$ cat src/rtl/dsd_pkg.sv
package dsd_pkg;
  typedef enum logic [2:0] {
    RG_NONE,
    RG_WIN,
    RG_RAM,
    RG_PER,
    RG_BANK,
    RG_ACC
  } region_e;
endpackage

$ cat src/rtl/dsd_region.sv
module dsd_region
  import dsd_pkg::*;
#(
  parameter logic [7:0] BANK_ADDR = 8'hC8,
  parameter logic [7:0] ACC_ADDR  = 8'hFF
) (
  input  logic [7:0] addr,
  output region_e    region,
  output logic       per_sel
);
  always_comb begin
    unique case (addr[7:6])
      2'b00:   region = RG_NONE;
      2'b01:   region = RG_WIN;
      2'b10:   region = RG_RAM;
      default: begin
        if (addr == ACC_ADDR)       region = RG_ACC;
        else if (addr == BANK_ADDR) region = RG_BANK;
        else                        region = RG_PER;
      end
    endcase
  end

  assign per_sel = (region == RG_PER);
endmodule

$ cat src/rtl/dsd_ram.sv
module dsd_ram #(
  parameter int DEPTH  = 64,
  parameter int DATA_W = 8
) (
  input  logic                     clk,
  input  logic                     we,
  input  logic [$clog2(DEPTH)-1:0] addr,
  input  logic [DATA_W-1:0]        wdata,
  output logic [DATA_W-1:0]        rdata
);
  logic [DATA_W-1:0] mem [DEPTH];

  // read-first single port, block RAM friendly
  always_ff @(posedge clk) begin
    if (we) mem[addr] <= wdata;
    rdata <= mem[addr];
  end
endmodule

$ cat src/rtl/dsd_core_regs.sv
module dsd_core_regs #(
  parameter int DATA_W = 8,
  parameter int BANK_W = 6
) (
  input  logic              clk,
  input  logic              rst,
  input  logic              we_bank,
  input  logic              we_acc,
  input  logic [DATA_W-1:0] wdata,
  output logic [BANK_W-1:0] bank,
  output logic [DATA_W-1:0] acc
);
  always_ff @(posedge clk) begin
    if (rst) begin
      bank <= '0;
      acc  <= '0;
    end else begin
      if (we_bank) bank <= wdata[BANK_W-1:0];
      if (we_acc)  acc  <= wdata;
    end
  end
endmodule

$ cat src/rtl/dspace_decoder.sv
module dspace_decoder
  import dsd_pkg::*;
#(
  parameter int         DATA_W    = 8,
  parameter int         BANK_W    = 6,
  parameter int         OFF_W     = 6,
  parameter logic [7:0] BANK_ADDR = 8'hC8,
  parameter logic [7:0] ACC_ADDR  = 8'hFF
) (
  input  logic                    clk,
  input  logic                    rst,
  input  logic [7:0]              addr,
  input  logic                    wr_en,
  input  logic [DATA_W-1:0]       wr_data,
  input  logic [DATA_W-1:0]       pmem_rdata,
  input  logic [DATA_W-1:0]       per_rdata,
  output logic [DATA_W-1:0]       rd_data,
  output logic [BANK_W+OFF_W-1:0] win_addr,
  output logic                    per_sel
);
  localparam int RAM_DEPTH = 1 << OFF_W;

  region_e           rg, rg_q;
  logic [BANK_W-1:0] bank;
  logic [DATA_W-1:0] acc, core_q, ram_q, bank_ext;

  dsd_region #(
    .BANK_ADDR(BANK_ADDR),
    .ACC_ADDR (ACC_ADDR)
  ) u_region (
    .addr   (addr),
    .region (rg),
    .per_sel(per_sel)
  );

  dsd_ram #(
    .DEPTH (RAM_DEPTH),
    .DATA_W(DATA_W)
  ) u_ram (
    .clk  (clk),
    .we   (wr_en && (rg == RG_RAM)),
    .addr (addr[OFF_W-1:0]),
    .wdata(wr_data),
    .rdata(ram_q)
  );

  dsd_core_regs #(
    .DATA_W(DATA_W),
    .BANK_W(BANK_W)
  ) u_core (
    .clk    (clk),
    .rst    (rst),
    .we_bank(wr_en && (rg == RG_BANK)),
    .we_acc (wr_en && (rg == RG_ACC)),
    .wdata  (wr_data),
    .bank   (bank),
    .acc    (acc)
  );

  assign bank_ext = DATA_W'(bank);
  assign win_addr = {bank, addr[OFF_W-1:0]};

  always_ff @(posedge clk) begin
    if (rst) begin
      rg_q   <= RG_NONE;
      core_q <= '0;
    end else begin
      rg_q   <= rg;
      core_q <= (rg == RG_ACC) ? acc : bank_ext;
    end
  end

  always_comb begin
    unique case (rg_q)
      RG_WIN:  rd_data = pmem_rdata;
      RG_RAM:  rd_data = ram_q;
      RG_PER:  rd_data = per_rdata;
      RG_BANK: rd_data = core_q;
      RG_ACC:  rd_data = core_q;
      default: rd_data = '1;
    endcase
  end
endmodule

$ cat config.mk
export PLATFORM = sky130hd
export DESIGN_NAME = dspace_decoder
export DESIGN_NICKNAME = d
export VERILOG_FILES = /design/src/rtl/dsd_pkg.sv /design/src/rtl/dsd_region.sv /design/src/rtl/dsd_ram.sv /design/src/rtl/dsd_core_regs.sv /design/src/rtl/dspace_decoder.sv
export SDC_FILE = /design/constraint.sdc
export NUM_CORES = 1
export LEC_CHECK = 0
export BUFFER_PORTS_ARGS = -buffer_cell sky130_fd_sc_hd__buf_2
export CORE_UTILIZATION = 30
export DETAILED_ROUTE_END_ITERATION = 16
export GPL_TIMING_DRIVEN = 0
export SETUP_SLACK_MARGIN = 0.05
export SLEW_MARGIN = 10
export SYNTH_ARGS = -nofsm -noshare
export SYNTH_HDL_FRONTEND = slang
export SYNTH_HIERARCHICAL = 1
export SYNTH_SLANG_ARGS = --single-unit
export TNS_END_PERCENT = 5
$ cat constraint.sdc
create_clock -name clk -period 3 [get_ports clk]
set_input_delay 0.3 -clock clk [delete_from_list [all_inputs] [get_ports clk]]
set_output_delay 0.3 -clock clk [all_outputs]
set_load 0.02 [all_outputs]
Word-level counts from Yosys, hierarchy flattened
Memories as Yosys holds them, arrays and structs flattened. A register that Yosys moved wholly into a read port is not among the register bits.
Cells that the tools add are included.
{ "classes": {"n_addsub": 0, "n_mul": 0, "n_div": 0, "n_lt_le_gt_ge": 0, "eq_ne": 13, "shift": 0, "mux": 7, "n_bitwise": 1, "n_reduce_logical": 6} }
{ "op_table": {"columns": ["op", "n"], "rows": [
  ["one-hot mux 8 bit (4 select lines)", 1],
  ["== test 8 bit, second input constant", 2],
  ["== test 3 x 2 -> 1 bit, second input constant", 4],
  ["== test 3 bit, second input constant", 4],
  ["one-hot mux 3 bit (3 select lines)", 1],
  ["2-to-1 mux 3 bit", 2],
  ["2-to-1 mux 6 bit", 1],
  ["OR reduction 2 bit", 2],
  ["== test 3 x 1 -> 1 bit, second input constant", 1],
  ["logical AND 1 bit", 3],
  ["== test 2 x 1 -> 1 bit, second input constant", 1],
  ["== test 2 bit, second input constant", 1],
  ["logical NOT 2 bit", 1],
  ["2-to-1 mux 1 bit", 2],
  ["inverter 1 bit", 1]
]} }
{ "totals": {"regBits": 25, "latch_bits": 0, "mem_bits_rw": 512, "romBits": 0, "in_bits": 35, "output_inout_bits": 21, "wordCells": 33, "mem_count": 1} }
{ "memory_table": {"columns": ["name", "words", "width", "rd", "rd_clocked_by_memory_dff", "wr", "line", "rtl"], "rows": [
  ["u_ram.mem", 64, 8, 1, 1, 1, "dsd_ram.sv:11", "logic [DATA_W-1:0] mem [DEPTH];"]
]} }

Depth between registers and ports, before layout
Gate-level depths: netlist of the first run.
{ "depth": {"depth_word": 8, "ltp_mapped": 10} }

By module
Netlist of the first run, hierarchy kept.
{ "by_module_without_submodules": {"columns": ["module", "n_inst", "cells_per_inst", "area_each_um2", "seq_area_each_um2"], "rows": [
  ["dsd_ram", 1, 1171, 20449.6, 15534.9],
  ["dspace_decoder", 1, 86, 783.3, 220.2],
  ["dsd_core_regs", 1, 45, 496.7, 280.3],
  ["dsd_region", 1, 14, 88.8, 0.0]
]} }

Least setup slack after synthesis of the first run
No wires, ideal clock.
{ "synth_path": {"kind": "in2reg", "from": "input addr[2]", "to": "memory u_ram.mem[11][0] (enable)", "setup_ns": 0.370, "arrival_ns": 2.405, "t_required_ns": 2.630, "setup_slack_ns": 0.225, "path_stages": 7, "path_buffers": 0, "cell_sequence": "or3_4 nor3_1 a31oi_1 nor4bb_1 nor2b_1 nand2_1 nor2_1"} }
{ "synth_between": {"elab_chain_len": 8} }
{ "synth_lines": {"columns": ["item", "line", "rtl"], "rows": [
  ["start, declared", "dspace_decoder.sv:12", "input logic [7:0] addr,"],
  ["== test 8 bit", "dsd_region.sv:18", "else if (addr == BANK_ADDR) region = RG_BANK;"],
  ["2-to-1 mux 3 bit", "dsd_region.sv:18", null],
  ["2-to-1 mux 3 bit (*)", "dsd_region.sv:17", "if (addr == ACC_ADDR) region = RG_ACC;"],
  ["one-hot mux 3 bit (3 select lines) (*)", "dsd_region.sv:12", "unique case (addr[7:6])"],
  ["named net rg[0]", "dspace_decoder.sv:23", "region_e rg, rg_q;"],
  ["== test 3 x 2 -> 1 bit (*)", "dspace_decoder.sv:41", ".we (wr_en && (rg == RG_RAM)),"],
  ["logical AND 1 bit (*)", "dspace_decoder.sv:41", null],
  ["2-to-1 mux 1 bit (*)", "dsd_ram.sv:15", "if (we) mem[addr] <= wdata;"],
  ["2-to-1 mux 1 bit (implied by the code) (*)", "dsd_ram.sv:15", null],
  ["end, declared", "dsd_ram.sv:11", null]
]} }
Mark *: on every way through the listed nets, which the timed path passes. The rest lies on a longest branch.

Final worst setup path of the first run
{ "layout_path": {"from": "input addr[2]", "to": "memory u_ram.mem[39][1] (enable)"} }
{ "layout_between": {"elab_chain_len": 8} }
{ "layout_lines": {"columns": ["item", "line"], "rows": [
  ["== test 8 bit", "dsd_region.sv:18"],
  ["2-to-1 mux 3 bit", "dsd_region.sv:18"],
  ["2-to-1 mux 3 bit", "dsd_region.sv:17"],
  ["one-hot mux 3 bit (3 select lines)", "dsd_region.sv:12"],
  ["== test 3 x 2 -> 1 bit", "dspace_decoder.sv:41"],
  ["logical AND 1 bit", "dspace_decoder.sv:41"],
  ["2-to-1 mux 1 bit", "dsd_ram.sv:15"],
  ["2-to-1 mux 1 bit (implied by the code)", "dsd_ram.sv:15"]
]} }
Parallel ways exist; a longest one is shown, timed or not.

==> flow_summary.yaml, run 1 <==
clock_tree:
  cts_max_level: 2
  cts_tree: "done"
  clkLatencyLatePin_ps: 610
  cts_made_buffers: 55
  cts_buffer_depth: 3
  path_clk_slew_ps: 60
  clock-sinks: 545
  cts_root_buffer: "clkbuf_16"
routing:
  drt-initial-drc-count: 1710
  dr.pass1.iters: 5
  ant_nets: 0
  vias_per_cell: 5.45
  drcViolationCount: 0
  vias: 13200
  totalWireLength_um: 64900
  wire_per_inst_um: 26.8
sta:
  clock_skew_ps: 16.9
  fmax_mhz: 310
  finalCriticalPeriod_ps: 3230
  worstMarginPinSlew_ps: 1250
  grt_setup_unrepaired: "yes"
  relSlewSlack: 0.166
  slew_violations: 0
  setup_viol: 194
  hold_viol: 0
  finalWorstSetupSlack_ps: -231
  min_period_over_period: 1.08
die:
  ios: 56
  die_x_um: 272
  start_util: 0.304
  rows: 98
  chipHeight_um: 272
  core_area_um2: 71700
  die_area_um2: 73800
yosys:
  synth_edf_count: 512
  synth_area_per_cell_um2: 16.6
  synthCells: 1316
  seq_area_frac_synth: 0.735
  yosysWarnings: 6
  ys.flop_type: "edfxtp_1"
  synth.top_cell.area_share: 0.705
  synth.distinct_cells: 61
  synth.most_common_cell: "edfxtp_1"
  synth_common_cells: "512 x edfxtp_1, 98 x nor2_1, 91 x mux2i_1"
  synthesis.area_um2: 21800
  synth.largest_area_cell: "edfxtp_1"
  synth_fp_nets: 1351
  async_flop_share: 0
  ys_top_cells_by_area: "edfxtp_1 70%, mux4_2 4.2%, mux2i_1 4.2%"
  ys_ff_latch: 545
setup_path:
  crit_type: "in -> reg"
  slowest_stage: "nor2_2"
  rr_worst_depth: 4
  crit_arrival_ps: 3470
  rrSetupSlack_ps: 550
  end_kind: "flop"
  crit_required_ps: 3240
  crit_path_max_incr_delay_ps: 700
  crit_path_cell_trace: "buf_2, buf_2, buf_2, buf_2, buf_2, nand3_2, nor2_2"
  critPathLaunchType: "input port"
  path_max_fanout: 10
  crit_top_cell: "buf_2"
power_and_ir_drop:
  power_mw: 15.9
  power_density_nw_per_um2: 622
  p_leak_nw: 8.04
  ir_worst_vdd_uv: 451
global_route:
  grt-ovfl-total: 0
  grt_use_total: 0.174
  antenna_found_initial: 1
  grt_pass1_vias: 12900
  grt_pass1_wl_um: 92500
  grt_max_degree: 67
cells_and_area:
  n_antenna_cell: 0
  fill_cells: 6754
  layout.nets: 1469
  area_growth_pct: 17.1
  multi_input_area_um2: 5690
  drive_above_1_share: 0.222
  regArea_um2: 16000
  final_cells: 2421
  final_util: 0.356
  final_cell_area_um2: 25500
place:
  post_dp_cell_area_um2: 23300
  portBuffers: 55
  dp_cells: 2324
  dpl.hpwl_um: 42200
  gp_congestion: 0.955
  preCtsSetupSlack_ps: -1410
worst_hold_path:
  min_path_cells: 3
  hold_path_class: "in -> reg"
outcome:
  failed_checks: "setup timing"
  outcome: "finished, violations left"
flow_run:
  max_cap_viol_count: 0
## where the power goes
part           total (mW)  internal [mW]  switching (mW)
clock network        6.51           3.70            2.80
logic                1.02          0.308           0.716
registers            8.35           8.34         0.00977
total                15.9           12.4            3.53
## cells in the final DEF, fill, tap and decap left out, drive strengths merged, types with 9 or more instances in the layout
master and n:
clkbuf 107, nor2b 21, mux4 41, o221ai 9
edfxtp 512, mux2i 91, a21oi 28, buf 119
nand3b 12, o22a 11, o21ai 12, o22ai 23
and2 13, and3 10, a22o 10, inv 15
clkinv 14, dfxtp 33, nand3 10, a221oi 21
nand2b 36, a31oi 17, mux2 12, nor2 98
a22oi 40, a222oi 11, nand2 46, a221o 11
## metal layers
| metal | vias up | track usage | share of wire |
|---|---|---|---|
| met3 | 153 | 0.0464 | 0.11 |
| met5 | - | 0 | 0.00020 |
| met2 | 731 | 0.270 | 0.46 |
| li1 | 5513 | - | - |
| met4 | 2 | 0.0721 | 0.043 |
| met1 | 6791 | 0.229 | 0.39 |
## path summary, 6_finish.rpt
path,end,start
worst max-delay path,u_ram/mem[39][1]$_DFFE_PP_,addr[2]
worst min-delay path,rg_q[0]$_SDFF_PP0_,addr[7]
worst max register to register,u_ram/rdata[6]$_DFF_P_,u_ram/mem[11][6]$_DFFE_PP_
worst min register to register,core_q[7]$_SDFF_PP0_,u_core/acc[7]$_SDFFE_PP0P_
## flip-flops by register name, summed over array words and instances (netlist names)
| name | count |
|---|---|
| u_core/bank | 6 |
| rg_q | 3 |
| core_q | 8 |
| u_core/acc | 8 |
| u_ram/rdata | 8 |
| u_ram/mem | 512 |
## cells by family after synthesis
| logic type | count (synthesis) | synth area share |
|---|---|---|
| buffers and inverters | 108 | 0.0256 |
| AOI/OAI and AO/OA | 234 | 0.0807 |
| DFF | 545 | 0.735 |
| and+or+nand+nor | 285 | 0.0685 |
| muxes | 144 | 0.0903 |
## what timing repair did
action                     CTS  global route
hold buffers                 1             0
setup endpoints to repair  516           515
gates resized for setup    113            21
pin swaps                    0             1
hold endpoints to repair     3             0
buffers inserted             0             1
## per-stage QoR
| stage | TNS (ps) | hold slack [ps] |
|---|---|---|
| after floorplan | 0 | 372 |
| after global placement | -944130 | 461 |
| after detailed placement | -565000 | 455 |
| after CTS | -8970 | 124 |
| after global routing | -33520 | 164 |
| final | -23670 | 172 |
## worst max-delay path: cells and delay by family
kind | cells | cell delay [ps]
buffers and inverters | 5 | 1890
AND/OR/NAND/NOR | 2 | 1240
## cell type report
class,count,area share
Buffer,96,0.0204
Sequential cell,545,0.628
Clock inverter,24,0.00941
Clock buffer,70,0.0561
Multi-Input combinational cell,663,0.223
Tap cell,950,0.0465
Inverter,12,0.00176
Timing Repair Buffer,61,0.0151
Power figures use the tool's default switching activity.
==> inputs of run 2 (changes only) <==
Settings changed: CORE_MARGIN set to 3, PLACE_DENSITY set to 0.44.
Clock period 3 ns to 3.27 ns, I/O delays scaled along.
==> flow_summary.yaml, run 2 (same netlist as run 1, synthesis figures left out) <==
outcome:
  outcome: "finished, violations left"
  failed_checks: "setup timing"
sta:
  clock_skew_ps: 30.0
  setup_viol: 23
  finalCriticalPeriod_ps: 3310
  finalWorstSetupSlack_ps: -43.9
  min_period_over_period: 1.01
  worstMarginPinSlew_ps: 1120
  grt_setup_unrepaired: "yes"
  hold_viol: 0
  slew_violations: 0
  relSlewSlack: 0.256
  whs_ps: 165
  fmax_mhz: 302
place:
  gp_congestion: 0.888
  portBuffers: 55
  dpl.hpwl_um: 47100
  preCtsSetupSlack_ps: -1770
setup_path:
  rr_worst_depth: 5
  crit_arrival_ps: 3570
  crit_required_ps: 3530
  end_kind: "flop"
  crit_type: "in -> reg"
  path_max_fanout: 10
  critPathLaunchType: "input port"
global_route:
  grt_max_degree: 67
  grt_pass1_vias: 12800
  grt_use_total: 0.187
  grt-ovfl-total: 0
  antenna_found_initial: 2
  grt_pass1_wl_um: 99200
clock_tree:
  cts_tree: "done"
  cts_max_level: 2
  cts_made_buffers: 59
  path_clk_slew_ps: 60
  cts_buffer_depth: 3
  cts_root_buffer: "clkbuf_16"
  clkLatencyLatePin_ps: 630
  clock-sinks: 545
cells_and_area:
  fill_cells: 6774
  n_antenna_cell: 0
  largest_reg_flops: 512
  area_growth_pct: 18.0
  layout.nets: 1473
  final_cell_mix: "512 x edfxtp_1, 91 x mux2i_1, 82 x buf_2"
  largest_register: "u_ram/mem"
  layout_commonest_cell: "edfxtp_1"
  multi_input_area_um2: 5630
  final_util: 0.359
  drive_above_1_share: 0.227
  regArea_um2: 16000
routing:
  vias_per_cell: 5.35
  totalWireLength_um: 71400
  vias: 13000
  drcViolationCount: 0
  ant_nets: 0
  dr.pass1.iters: 7
  wire_per_inst_um: 29.3
  drt-initial-drc-count: 1353
die:
  die_x_um: 276
  start_util: 0.304
  rows: 98
  die_area_um2: 76000
  ios: 56
  core_area_um2: 71700
  chipHeight_um: 276
power_and_ir_drop:
  p_leak_nw: 8.13
  ir_worst_vdd_uv: 359
  power_density_nw_per_um2: 596
flow_run:
  max_cap_viol_count: 0
worst_hold_path:
  hold_path_class: "in -> reg"
  min_path_cells: 4
run 2: cell count changes in the layout (fill, tap and decap cells not counted), moves of 4 or more:
| cell | before | now |
|---|---|---|
| nor2_4 | 43 | 34 |
| nand2_4 | 4 | 0 |
| clkbuf_16 | 55 | 61 |
| clkinv_2 | 6 | 12 |
| nand2_2 | 0 | 4 |
| nor2_2 | 21 | 29 |
run 2: worst paths after layout:
| kind | start | endpoint | slack, ps |
|---|---|---|---|
| worst min-delay path | addr[7] | rg_q[1]$_SDFF_PP0_ | 170 |
| worst max register to register | u_ram/mem[4][7]$_DFFE_PP_ | u_ram/rdata[7]$_DFF_P_ | 710 |
| worst max-delay path | addr[1] | u_ram/mem[22][4]$_DFFE_PP_ | -40 |
| worst min register to register | u_core/acc[4]$_SDFFE_PP0P_ | core_q[4]$_SDFF_PP0_ | 480 |
run 2: where the power goes:
group	total, mW	internal (mW)	switching, mW
Clock	6.72	3.98	2.74
Sequential	7.66	7.65	0.00933
Combinational	0.967	0.285	0.682
Total	15.3	11.9	3.43
run 2: layout make-up:
cell class                      count  share of cell area
Buffer                             96              0.0201
Sequential cell                   545               0.623
Clock buffer                       75              0.0621
Timing Repair Buffer               61              0.0150
Multi-Input combinational cell    663               0.219
Tap cell                          950              0.0462
Inverter                           12             0.00175
Clock inverter                     33              0.0131
run 2: stage by stage:
| stage | cells | total power, mW | cell area (um^2) | TNS (ps) |
|---|---|---|---|---|
| CTS | 2433 | 15.5 | 25600 | -16850 |
| finish | 2435 | 15.3 | 25700 | -443 |
| floorplan | 1316 | 8.26 | 21800 | 0 |
| global route | 2435 | 15.8 | 25700 | -5000 |
| detailed placement | 2324 | 8.74 | 23400 | -717970 |
| global placement | 2321 | 8.73 | 23300 | -710070 |
run 2: worst max-delay path: stages:
cell and delay [ps]:
buf_2 180, buf_6 200, buf_6 230, nor2b_1 200
clkbuf_1 530, buf_1 560, nand3_2 570, nor2_2 710
run 2: timing repair:
| item | in CTS | in global routing |
|---|---|---|
| endpoints found under the hold margin | 4 | 0 |
| pin swaps | 0 | 1 |
| resized for setup | 86 | 33 |
| hold buffers | 1 | 0 |
| buffers inserted | 0 | 2 |
| endpoints found under the setup margin | 514 | 419 |
run 2: routing by layer:
layer	wire length, um	vias up	global-route usage
met1	31100	6816	0.258
met5	0	-	0
met4	2820	0	0.0750
li1	-	5515	-
met3	5480	114	0.0404
met2	32000	573	0.288
==> inputs of run 3 (changes only) <==
Settings changed: MAX_ROUTING_LAYER set to met4.
==> flow_summary.yaml, run 3 (same netlist as run 1, synthesis figures left out) <==
sta:
  finalCriticalPeriod_ps: 3340
  whs_ps: 164
  slew_violations: 0
  finalWorstSetupSlack_ps: -74.1
  grt_setup_unrepaired: "yes"
  hold_viol: 0
  fmax_mhz: 299
  relSlewSlack: 0.242
  clock_skew_ps: 32.1
  worstMarginPinSlew_ps: 1130
  setup_viol: 41
  min_period_over_period: 1.02
routing:
  wl_met3_um: 5380
  drcViolationCount: 0
  wire_per_inst_um: 29.3
  highest_layer: "met4"
  route.met2.wl_um: 32100
  drt-initial-drc-count: 1637
  vias_per_cell: 5.35
  met1_length_um: 31100
  vias: 13000
  totalWireLength_um: 71300
  ant_nets: 0
  dr.pass1.iters: 5
setup_path:
  crit_required_ps: 3510
  critPathLaunchType: "input port"
  rrSetupSlack_ps: 720
  cp_num_buf_inv: 4
  end_kind: "flop"
  r2r-end: "u_ram/rdata[7]$_DFF_P_"
  cp_top_family: "simple AND/OR/NAND/NOR gates"
  crit_path_max_incr_delay_ps: 670
  slowest_stage: "nor2_2"
  worstReg2RegStart: "u_ram/mem[6][7]$_DFFE_PP_"
  crit_path_cell_trace: "buf_2, buf_4, nor2b_1, clkbuf_2, clkbuf_1, nand3_2, nor2_2"
  crit_arrival_ps: 3580
  crit_type: "in -> reg"
  worstSetupPathDepth: 7
  path_max_fanout: 10
  rr_worst_depth: 5
die:
  die_area_um2: 76000
  ios: 56
  rows: 98
  start_util: 0.304
  chipHeight_um: 276
  die_x_um: 276
  core_area_um2: 71700
clock_tree:
  cts_max_level: 2
  cts_root_buffer: "clkbuf_16"
  clock-sinks: 545
  path_clk_slew_ps: 60
  cts_made_buffers: 59
  cts_buffer_depth: 3
  clkLatencyLatePin_ps: 630
  cts_tree: "done"
worst_hold_path:
  hold_start: "addr[7]"
  hold_path_class: "in -> reg"
  whs_endpoint: "rg_q[1]$_SDFF_PP0_"
  min_path_cells: 4
global_route:
  antenna_found_initial: 2
  grt_use_total: 0.193
  grt_pass1_wl_um: 99200
  grt_pass1_vias: 12800
  grt-ovfl-total: 0
  grt_max_degree: 67
outcome:
  failed_checks: "setup timing"
  outcome: "finished, violations left"
cells_and_area:
  layout.nets: 1473
  final_cell_area_um2: 25700
  largest_register: "u_ram/mem"
  n_antenna_cell: 0
  drive_above_1_share: 0.227
  area_growth_pct: 18.0
  final_cell_mix: "512 x edfxtp_1, 91 x mux2i_1, 82 x buf_2"
  final_util: 0.359
  layout_commonest_cell: "edfxtp_1"
  largest_reg_flops: 512
place:
  gp_congestion: 0.903
  preCtsSetupSlack_ps: -1770
  post_dp_cell_area_um2: 23400
  portBuffers: 55
  dpl.hpwl_um: 47100
power_and_ir_drop:
  power_density_nw_per_um2: 596
  ir_worst_vdd_uv: 357
  p_leak_nw: 8.13
flow_run:
  max_cap_viol_count: 0
-- run 3: changes by cell type in the layout (fill, tap and decap cells not counted) --
cell    previous run  this run
nor2_2            29        28
nor2_4            34        35
-- run 3: power by group --
| part | switching [mW] | internal [mW] | leakage (nW) |
|---|---|---|---|
| Combinational | 0.682 | 0.285 | 2.31 |
| Sequential | 0.00930 | 7.65 | 4.87 |
| Clock | 2.74 | 3.98 | 0.946 |
| Total | 3.43 | 11.9 | 8.13 |
-- run 3: worst max path at each step --
stage	from	endpoint	slack, ps
after floorplan	addr[2]	u_ram/mem[11][0]$_DFFE_PP_	470
after global placement	addr[2]	u_ram/mem[53][3]$_DFFE_PP_	-1760
after detailed placement	addr[2]	u_ram/mem[55][5]$_DFFE_PP_	-1770
after CTS	addr[2]	u_ram/mem[2][4]$_DFFE_PP_	-190
after global routing	addr[1]	u_ram/mem[22][1]$_DFFE_PP_	-120
final	addr[0]	u_ram/mem[61][1]$_DFFE_PP_	-70
-- run 3: area by class of cell --
class                      instances  area, um^2
fill                            6774       46000
sequential                       545       16000
multi-input combinational        663        5640
clock buffer                      75        1600
tap                              950        1190
buffer                            96         518
timing repair buffer              61         385
clock inverter                    33         337
inverter                          12        45.0
-- run 3: what timing repair did --
item,4_1_cts,5_1_grt
endpoints found under the setup margin,514,419
pin swaps,0,1
resized for setup,86,34
hold buffers,1,0
setup buffers,0,2
hold endpoints to repair,4,0
-- run 3: per-layer routing --
metal / global-route usage / vias to the layer above
met4: 0.0743 / 0
li1: - / 5517
met1: 0.257 / 6838
met3: 0.0414 / 115
met2: 0.288 / 552
met5: - / -
-- run 3: through the flow --
step                      total power, mW  TNS, ps  std cells
after CTS                            15.5   -16850       2433
after detailed placement             8.74  -717970       2324
after global placement               8.73  -710070       2321
after floorplan                      8.26        0       1316
final                                15.3    -1620       2435
after global routing                 15.8    -4120       2435
-- run 3: worst min-delay path: stages --
cell,delay (ps)
buf_2,120
o21ai_0,70
a31oi_1,90
nor2b_1,140
